==> src/rtl/bank_tracker_pkg.sv <==
package bank_tracker_pkg;
  typedef enum logic [1:0] {
    SRC_ARRAY  = 2'd0,
    SRC_PROG   = 2'd1,
    SRC_ERASE  = 2'd2
  } rd_src_e;
endpackage

==> src/rtl/bt_rst_sync.sv <==
module bt_rst_sync (
  input  logic clk,
  input  logic rst_ni,
  output logic rst_sync_no
);
  logic [1:0] stage_q;

  always_ff @(posedge clk or negedge rst_ni) begin
    if (!rst_ni) stage_q <= '0;
    else         stage_q <= {stage_q[0], 1'b1};
  end

  assign rst_sync_no = stage_q[1];
endmodule

==> src/rtl/bt_op_timer.sv <==
module bt_op_timer #(
  parameter int CNT_W = 4
) (
  input  logic             clk,
  input  logic             rst_ni,
  input  logic             load,
  input  logic [CNT_W-1:0] load_val,
  input  logic             run,
  output logic             active,
  output logic             done
);
  logic             act_q, act_d;
  logic [CNT_W-1:0] cnt_q, cnt_d;
  logic             cnt_en;

  assign done   = act_q & run & (cnt_q == '0);
  assign active = act_q;
  assign cnt_en = load | (act_q & run);

  always_comb begin
    act_d = act_q;
    cnt_d = cnt_q;
    if (load) begin
      act_d = 1'b1;
      cnt_d = load_val;
    end else if (done) begin
      act_d = 1'b0;
    end else if (act_q && run) begin
      cnt_d = cnt_q - 1'b1;
    end
  end

  always_ff @(posedge clk or negedge rst_ni) begin
    if (!rst_ni) begin
      act_q <= 1'b0;
      cnt_q <= '0;
    end else begin
      act_q <= act_d;
      if (cnt_en) cnt_q <= cnt_d;
    end
  end
endmodule

==> src/rtl/bt_read_steer.sv <==
module bt_read_steer
  import bank_tracker_pkg::*;
#(
  parameter int ADDR_W   = 16,
  parameter int DATA_W   = 16,
  parameter int BANK_W   = 2,
  parameter int SEC_W    = 5,
  parameter int POLL_BIT = 7
) (
  input  logic              rd_req,
  input  logic [ADDR_W-1:0] rd_addr,
  input  logic              p_act,
  input  logic [ADDR_W-1:0] p_addr,
  input  logic [DATA_W-1:0] p_data,
  input  logic              e_act,
  input  logic              e_susp,
  input  logic [ADDR_W-1:0] e_addr,
  output logic              rd_sel,
  output logic [DATA_W-1:0] status
);
  localparam logic [DATA_W-1:0] POLL_MASK = DATA_W'(1) << POLL_BIT;

  rd_src_e          src;
  logic [BANK_W-1:0] rd_bank, p_bank, e_bank;
  logic [SEC_W-1:0]  rd_sec, e_sec;

  assign rd_bank = rd_addr[ADDR_W-1 -: BANK_W];
  assign p_bank  = p_addr[ADDR_W-1 -: BANK_W];
  assign e_bank  = e_addr[ADDR_W-1 -: BANK_W];
  assign rd_sec  = rd_addr[ADDR_W-1 -: SEC_W];
  assign e_sec   = e_addr[ADDR_W-1 -: SEC_W];

  always_comb begin
    src = SRC_ARRAY;
    if (rd_req) begin
      if (p_act && (rd_bank == p_bank))
        src = SRC_PROG;
      else if (e_act && (rd_bank == e_bank) && (!e_susp || (rd_sec == e_sec)))
        src = SRC_ERASE;
    end
  end

  always_comb begin
    case (src)
      SRC_PROG:  status = p_data ^ POLL_MASK;
      SRC_ERASE: status = '0;
      default:   status = '0;
    endcase
  end

  assign rd_sel = (src != SRC_ARRAY);
endmodule

==> src/rtl/multibank_busy_tracker.sv <==
module multibank_busy_tracker #(
  parameter int NUM_BANKS    = 4,
  parameter int ADDR_W       = 16,
  parameter int DATA_W       = 16,
  parameter int SEC_W        = 5,
  parameter int POLL_BIT     = 7,
  parameter int PROG_CYCLES  = 4,
  parameter int ERASE_CYCLES = 12,
  parameter int SUSP_LAT     = 2
) (
  input  logic                 clk,
  input  logic                 rst_n,
  input  logic                 prog_req,
  input  logic                 erase_req,
  input  logic [ADDR_W-1:0]    op_addr,
  input  logic [DATA_W-1:0]    op_data,
  input  logic                 susp_req,
  input  logic                 resume_req,
  input  logic                 rd_req,
  input  logic [ADDR_W-1:0]    rd_addr,
  output logic                 rd_sel_status,
  output logic [DATA_W-1:0]    status_word,
  output logic [NUM_BANKS-1:0] bank_busy,
  output logic                 start_err
);
  localparam int BANK_W = $clog2(NUM_BANKS);
  localparam int MAX_C  = (PROG_CYCLES > ERASE_CYCLES) ? PROG_CYCLES : ERASE_CYCLES;
  localparam int CNT_W  = $clog2(MAX_C + 1);
  localparam int LAT_W  = $clog2(SUSP_LAT + 1);
  localparam logic [CNT_W-1:0] P_LOAD = CNT_W'(PROG_CYCLES - 1);
  localparam logic [CNT_W-1:0] E_LOAD = CNT_W'(ERASE_CYCLES - 1);
  localparam logic [LAT_W-1:0] L_LOAD = LAT_W'(SUSP_LAT - 1);

  logic rst_int_n;

  // Operation state
  logic              p_act, p_done, e_act, e_done;
  logic [ADDR_W-1:0] p_addr_q, e_addr_q;
  logic [DATA_W-1:0] p_data_q;
  logic              susp_q, susp_d;
  logic              susp_pend_q, susp_pend_d;
  logic [LAT_W-1:0]  lat_q, lat_d;
  logic              lat_en;
  logic              err_q, err_d;

  // Decisions
  logic prog_ok, erase_ok, susp_ok, resume_ok;
  logic [BANK_W-1:0] p_bank, e_bank;
  logic [SEC_W-1:0]  op_sec, e_sec;

  bt_rst_sync u_rst_sync (
    .clk         (clk),
    .rst_ni      (rst_n),
    .rst_sync_no (rst_int_n)
  );

  assign p_bank = p_addr_q[ADDR_W-1 -: BANK_W];
  assign e_bank = e_addr_q[ADDR_W-1 -: BANK_W];
  assign op_sec = op_addr[ADDR_W-1 -: SEC_W];
  assign e_sec  = e_addr_q[ADDR_W-1 -: SEC_W];

  assign prog_ok   = prog_req && !p_act && (!e_act || (susp_q && (op_sec != e_sec)));
  assign erase_ok  = erase_req && !prog_req && !p_act && !e_act;
  assign susp_ok   = susp_req && e_act && !susp_q && !susp_pend_q && !e_done;
  assign resume_ok = resume_req && susp_q && !p_act;
  assign err_d     = (prog_req && !prog_ok) || (erase_req && !erase_ok);

  bt_op_timer #(.CNT_W(CNT_W)) u_prog_timer (
    .clk      (clk),
    .rst_ni   (rst_int_n),
    .load     (prog_ok),
    .load_val (P_LOAD),
    .run      (1'b1),
    .active   (p_act),
    .done     (p_done)
  );

  bt_op_timer #(.CNT_W(CNT_W)) u_erase_timer (
    .clk      (clk),
    .rst_ni   (rst_int_n),
    .load     (erase_ok),
    .load_val (E_LOAD),
    .run      (!susp_q),
    .active   (e_act),
    .done     (e_done)
  );

  // Suspend sequencing
  always_comb begin
    susp_d      = susp_q;
    susp_pend_d = susp_pend_q;
    lat_d       = lat_q;
    lat_en      = 1'b0;
    if (susp_ok) begin
      susp_pend_d = 1'b1;
      lat_d       = L_LOAD;
      lat_en      = 1'b1;
    end else if (susp_pend_q) begin
      if (e_done) begin
        susp_pend_d = 1'b0;
      end else if (lat_q == '0) begin
        susp_pend_d = 1'b0;
        susp_d      = 1'b1;
      end else begin
        lat_d  = lat_q - 1'b1;
        lat_en = 1'b1;
      end
    end else if (resume_ok) begin
      susp_d = 1'b0;
    end
  end

  always_ff @(posedge clk or negedge rst_int_n) begin
    if (!rst_int_n) begin
      susp_q      <= 1'b0;
      susp_pend_q <= 1'b0;
      lat_q       <= '0;
      err_q       <= 1'b0;
      p_addr_q    <= '0;
      p_data_q    <= '0;
      e_addr_q    <= '0;
    end else begin
      susp_q      <= susp_d;
      susp_pend_q <= susp_pend_d;
      err_q       <= err_d;
      if (lat_en)   lat_q    <= lat_d;
      if (prog_ok)  p_addr_q <= op_addr;
      if (prog_ok)  p_data_q <= op_data;
      if (erase_ok) e_addr_q <= op_addr;
    end
  end

  for (genvar b = 0; b < NUM_BANKS; b++) begin : g_busy
    assign bank_busy[b] = (p_act && (p_bank == BANK_W'(b))) ||
                          (e_act && !susp_q && (e_bank == BANK_W'(b)));
  end

  assign start_err = err_q;

  bt_read_steer #(
    .ADDR_W   (ADDR_W),
    .DATA_W   (DATA_W),
    .BANK_W   (BANK_W),
    .SEC_W    (SEC_W),
    .POLL_BIT (POLL_BIT)
  ) u_read_steer (
    .rd_req  (rd_req),
    .rd_addr (rd_addr),
    .p_act   (p_act),
    .p_addr  (p_addr_q),
    .p_data  (p_data_q),
    .e_act   (e_act),
    .e_susp  (susp_q),
    .e_addr  (e_addr_q),
    .rd_sel  (rd_sel_status),
    .status  (status_word)
  );
endmodule

==> config.mk <==
export PLATFORM = sky130hd
export DESIGN_NAME = multibank_busy_tracker
export DESIGN_NICKNAME = d
export VERILOG_FILES = /design/src/rtl/bank_tracker_pkg.sv /design/src/rtl/bt_rst_sync.sv /design/src/rtl/bt_op_timer.sv /design/src/rtl/bt_read_steer.sv /design/src/rtl/multibank_busy_tracker.sv
export SDC_FILE = /design/constraint.sdc
export NUM_CORES = 1
export LEC_CHECK = 0
export BUFFER_PORTS_ARGS = -buffer_cell sky130_fd_sc_hd__buf_4
export CORE_MARGIN = 10
export CORE_UTILIZATION = 51
export DETAILED_ROUTE_END_ITERATION = 10
export PLACE_DENSITY = 0.83
export REMOVE_ABC_BUFFERS = 1
export SETUP_SLACK_MARGIN = 0.02
export SYNTH_ARGS = -nofsm -noshare
export SYNTH_HDL_FRONTEND = slang
export SYNTH_SLANG_ARGS = --single-unit
==> constraint.sdc <==
create_clock -name clk -period 2.5 [get_ports clk]
set_input_delay 0.5 -clock clk [delete_from_list [all_inputs] [get_ports clk]]
set_output_delay 0.5 -clock clk [all_outputs]
set_load 0.01 [all_outputs]
==> load_flow_metrics.sql <==
INSERT INTO impl_metrics (metric_group, metric, value, unit) VALUES
('sta', 'report.final.hold_viol_count', '0', ''),
('finish', 'final_core_utilization', '69.1', '%'),
('power_and_ir_drop', 'p_per_area', '1130', 'nW/um2'),
('setup_path', 'slowest_delay', '570', 'ps'),
('run_status', 'run_status', 'finished clean', ''),
('die', 'area_of_the_die', '6920', 'um2'),
('cts', 'clk_pin_slew_worst_paths', '70', 'ps'),
('die', 'design.portCount', '77', ''),
('sta', 'fin_tns_setup', '0', 'ps'),
('sta', 'slew_headroom', '64.9', '%'),
('die', 'die_width', '83.2', 'um'),
('sta', 'clock_skew', '3.48', 'ps'),
('placed_design', 'dp.final_hpwl', '3490', 'um'),
('setup_path', 'required', '2000', 'ps'),
('setup_path', 'timing.rr.end', 'susp_q', ''),
('finish', 'mostFrequentLayoutCell', 'buf_4', ''),
('power_and_ir_drop', 'cell_internal_pwr', '1900', 'uW'),
('sta', 'max_clock_freq', '421', 'MHz'),
('cts', 'tritoncts_clock_tree', 'yes', ''),
('setup_path', 'worstSetupEndpointType', 'output pin', ''),
('sta', 'tightest_slew', '521', 'ps'),
('power_and_ir_drop', 'static-leakage-power', '0.00131', 'uW'),
('die', 'die_height', '83.2', 'um'),
('synth', 'main_combinational_cell_family_by_area_after_synthesis', 'simple AND/OR/NAND/NOR gates', ''),
('global_route', 'initial_antenna_violation_count', '0', ''),
('detailed_routing', 'totalWireLength', '4580', 'um'),
('setup_path', 'worst_ep_arrival_time', '1880', 'ps'),
('synth', 'post_synth.cell_area_avg', '11.5', 'um2'),
('die', 'initial_core_util', '54.0', '%'),
('synth', 'postSynthCellCount', '177', ''),
('sta', 'timing.final.setup_violations', '0', ''),
('synth', 'yosys_warnings', '0', ''),
('finish', 'area_used_by_multi_input_combinational_logic', '955', 'um2'),
('worst_hold_path', 'class_of_the_worst_hold_path', 'flip-flop to asynchronous set/reset pin', ''),
('finish', 'layout.area.seq', '1000', 'um2'),
('cts', 'cts-buffers-inserted', '5', ''),
('synth', 'synth_cell_types', '37', ''),
('setup_path', 'setup.worst_path.class', 'flip-flop to output pin', ''),
('setup_path', 'reg2reg_depth', '5', ''),
('setup_path', 'worstSetupStartpointType', 'flip-flop', ''),
('global_route', 'grt_pass1_vias', '1570', ''),
('finish', 'final_cell_mix', 'buf_4, dfrtp_1, and2_1', ''),
('detailed_routing', 'drt_drc_violations_left', '0', ''),
('detailed_routing', 'num_vias', '1495', ''),
('setup_path', 'startpoint', 'u_prog_timer.active', ''),
('cts', 'cts-root-buf', 'clkbuf_8', ''),
('power_and_ir_drop', 'net_switching_component_of_the_power', '1030', 'uW'),
('global_route', 'largest_net_degree_at_the_start_of_global_routing', '39', ''),
('sta', 'period_share', '95.1', '%'),
('placed_design', 'numPortBuffers', '54', ''),
('finish', 'layout_net_count', '296', ''),
('global_route', 'grt.overflow.total', '0', ''),
('synth', 'synth_simple_gate_area_share', '15.5', '%'),
('synth', 'synth_seq_area_share', '49.1', '%'),
('detailed_routing', 'drtPass1Iterations', '6', ''),
('setup_path', 'cp_cell_sequence', 'nand2_1 -> nor3_1 -> buf_4 -> and2_1 -> buf_4', ''),
('die', 'floorplan.core_area', '3770', 'um2'),
('cts', 'cts-resized-gates', '0', ''),
('detailed_routing', 'final_antenna_net_count', '0', ''),
('placed_design', 'gp_congestion', '0.776', ''),
('power_and_ir_drop', 'combPwrFrac', '43.6', '%'),
('global_route', 'grt_first_pass_wirelength', '7530', 'um'),
('flow_run', 'drv_cap', '0', ''),
('die', 'row_count', '22', ''),
('synth', 'synthFlopType', 'dfrtp_1', ''),
('detailed_routing', 'dr.first_iter.drc_count', '76', ''),
('synth', 'synthesis.area', '2040', 'um2'),
('setup_path', 'cpMaxStageDelayCell', 'dfrtp_1', ''),
('finish', 'filler_cell_count', '282', ''),
('cts', 'clock_latency_at_the_later_pin_of_the_worst_skew_pair', '300', 'ps'),
('setup_path', 'crit_end', 'status_word[5]', '');
state kept, by name, indices dropped and copies added, names as in the netlist:
signal                count
start_err                 1
u_prog_timer.cnt_q        4
u_erase_timer.cnt_q       4
susp_pend_q               1
u_prog_timer.active       1
susp_q                    1
u_erase_timer.active      1
e_addr_q                  5
p_addr_q                  2
p_data_q                 16
u_rst_sync.stage_q        2
lat_q                     2
through the flow:
step / worst slack (ps) / area (um2) / cells / hold slack [ps] / power (uW)
2_1_floorplan: 441 / 2000 / 171 / 204 / 2090
3_3_place_gp: 398 / 2500 / 278 / 282 / 2460
3_5_place_dp: 363 / 2500 / 278 / 285 / 2510
4_1_cts: 115 / 2610 / 287 / 315 / 2960
5_1_grt: 22.1 / 2610 / 287 / 359 / 3160
6_report: 123 / 2610 / 287 / 290 / 2930
metal layers:
layer,part of all wire (%),vias to the layer above,GRT usage [%]
li1,-,728,-
met1,42,726,15.1
met5,0,-,0
met4,2.0,0,5.23
met3,5.1,9,4.79
met2,51,32,21.6
worst min-delay path by stage:
stage | slack, ps | cells past startpoint | startpoint | end
floorplan | 200 | 0 | rst_n | u_rst_sync.stage_q[0]
global placement | 280 | 1 | rst_n | u_rst_sync.stage_q[1]
detailed placement | 280 | 1 | rst_n | u_rst_sync.stage_q[1]
CTS | 310 | 1 | u_rst_sync.stage_q[1] | p_data_q[8]
global route | 360 | 1 | u_rst_sync.stage_q[1] | p_data_q[11]
finish | 290 | 1 | u_rst_sync.stage_q[1] | p_data_q[12]
critical path, delay by kind of cell, from the launching register on:
kind | cells | cell delay [ps]
simple gates | 3 | 650
flops | 1 | 570
buf+inv | 2 | 360
final cells by class:
| cell class | count | share of cell area (%) |
|---|---|---|
| Multi-Input combinational cell | 119 | 36.6 |
| Clock buffer | 6 | 3.17 |
| Inverter | 12 | 1.73 |
| Timing Repair Buffer | 60 | 17.4 |
| Tap cell | 48 | 2.30 |
| Clock inverter | 2 | 0.384 |
| Sequential cell | 40 | 38.4 |
cell families (layout without fill, tap and decap cells):
group           count (synthesis)  after routing
flops                          40             40
xor+xnor                       14             14
other cells                     1              1
fa+ha+maj                       3              3
compound gates                 25             25
mux                            22             22
simple gates                   54             54
buf+inv                        18             80
synthesized netlist by cell type, types with 3 or more instances:
cell type,n,area (um2)
a21oi_1,3,15.0
and2_1,16,100
clkbuf_1,4,15.0
dfrtp_1,40,1000
ha_1,3,37.5
inv_1,12,45.0
mux2_2,7,78.8
mux2_4,15,225
nand2_1,15,56.3
nand2b_1,4,25.0
nor3_1,3,15.0
o21ai_0,6,30.0
o22ai_1,5,31.3
xnor2_1,4,35.0
xor2_1,10,87.6
power by group through the flow:
stage	sequential [uW]	clock, uW	combinational (uW)
floorplan	1170	0	921
global placement	1210	0	1240
detailed placement	1220	0	1290
CTS	1220	453	1290
global route	1260	477	1420
finish	1220	439	1280
what timing repair did:
item / 4_1_cts / 5_1_grt
endpoints found under the hold margin: 2 / 0
setup buffers: 0 / 0
endpoints found under the setup margin: 0 / 0
hold buffers: 1 / 0
No activity file was read; power rests on OpenSTA's default activity.
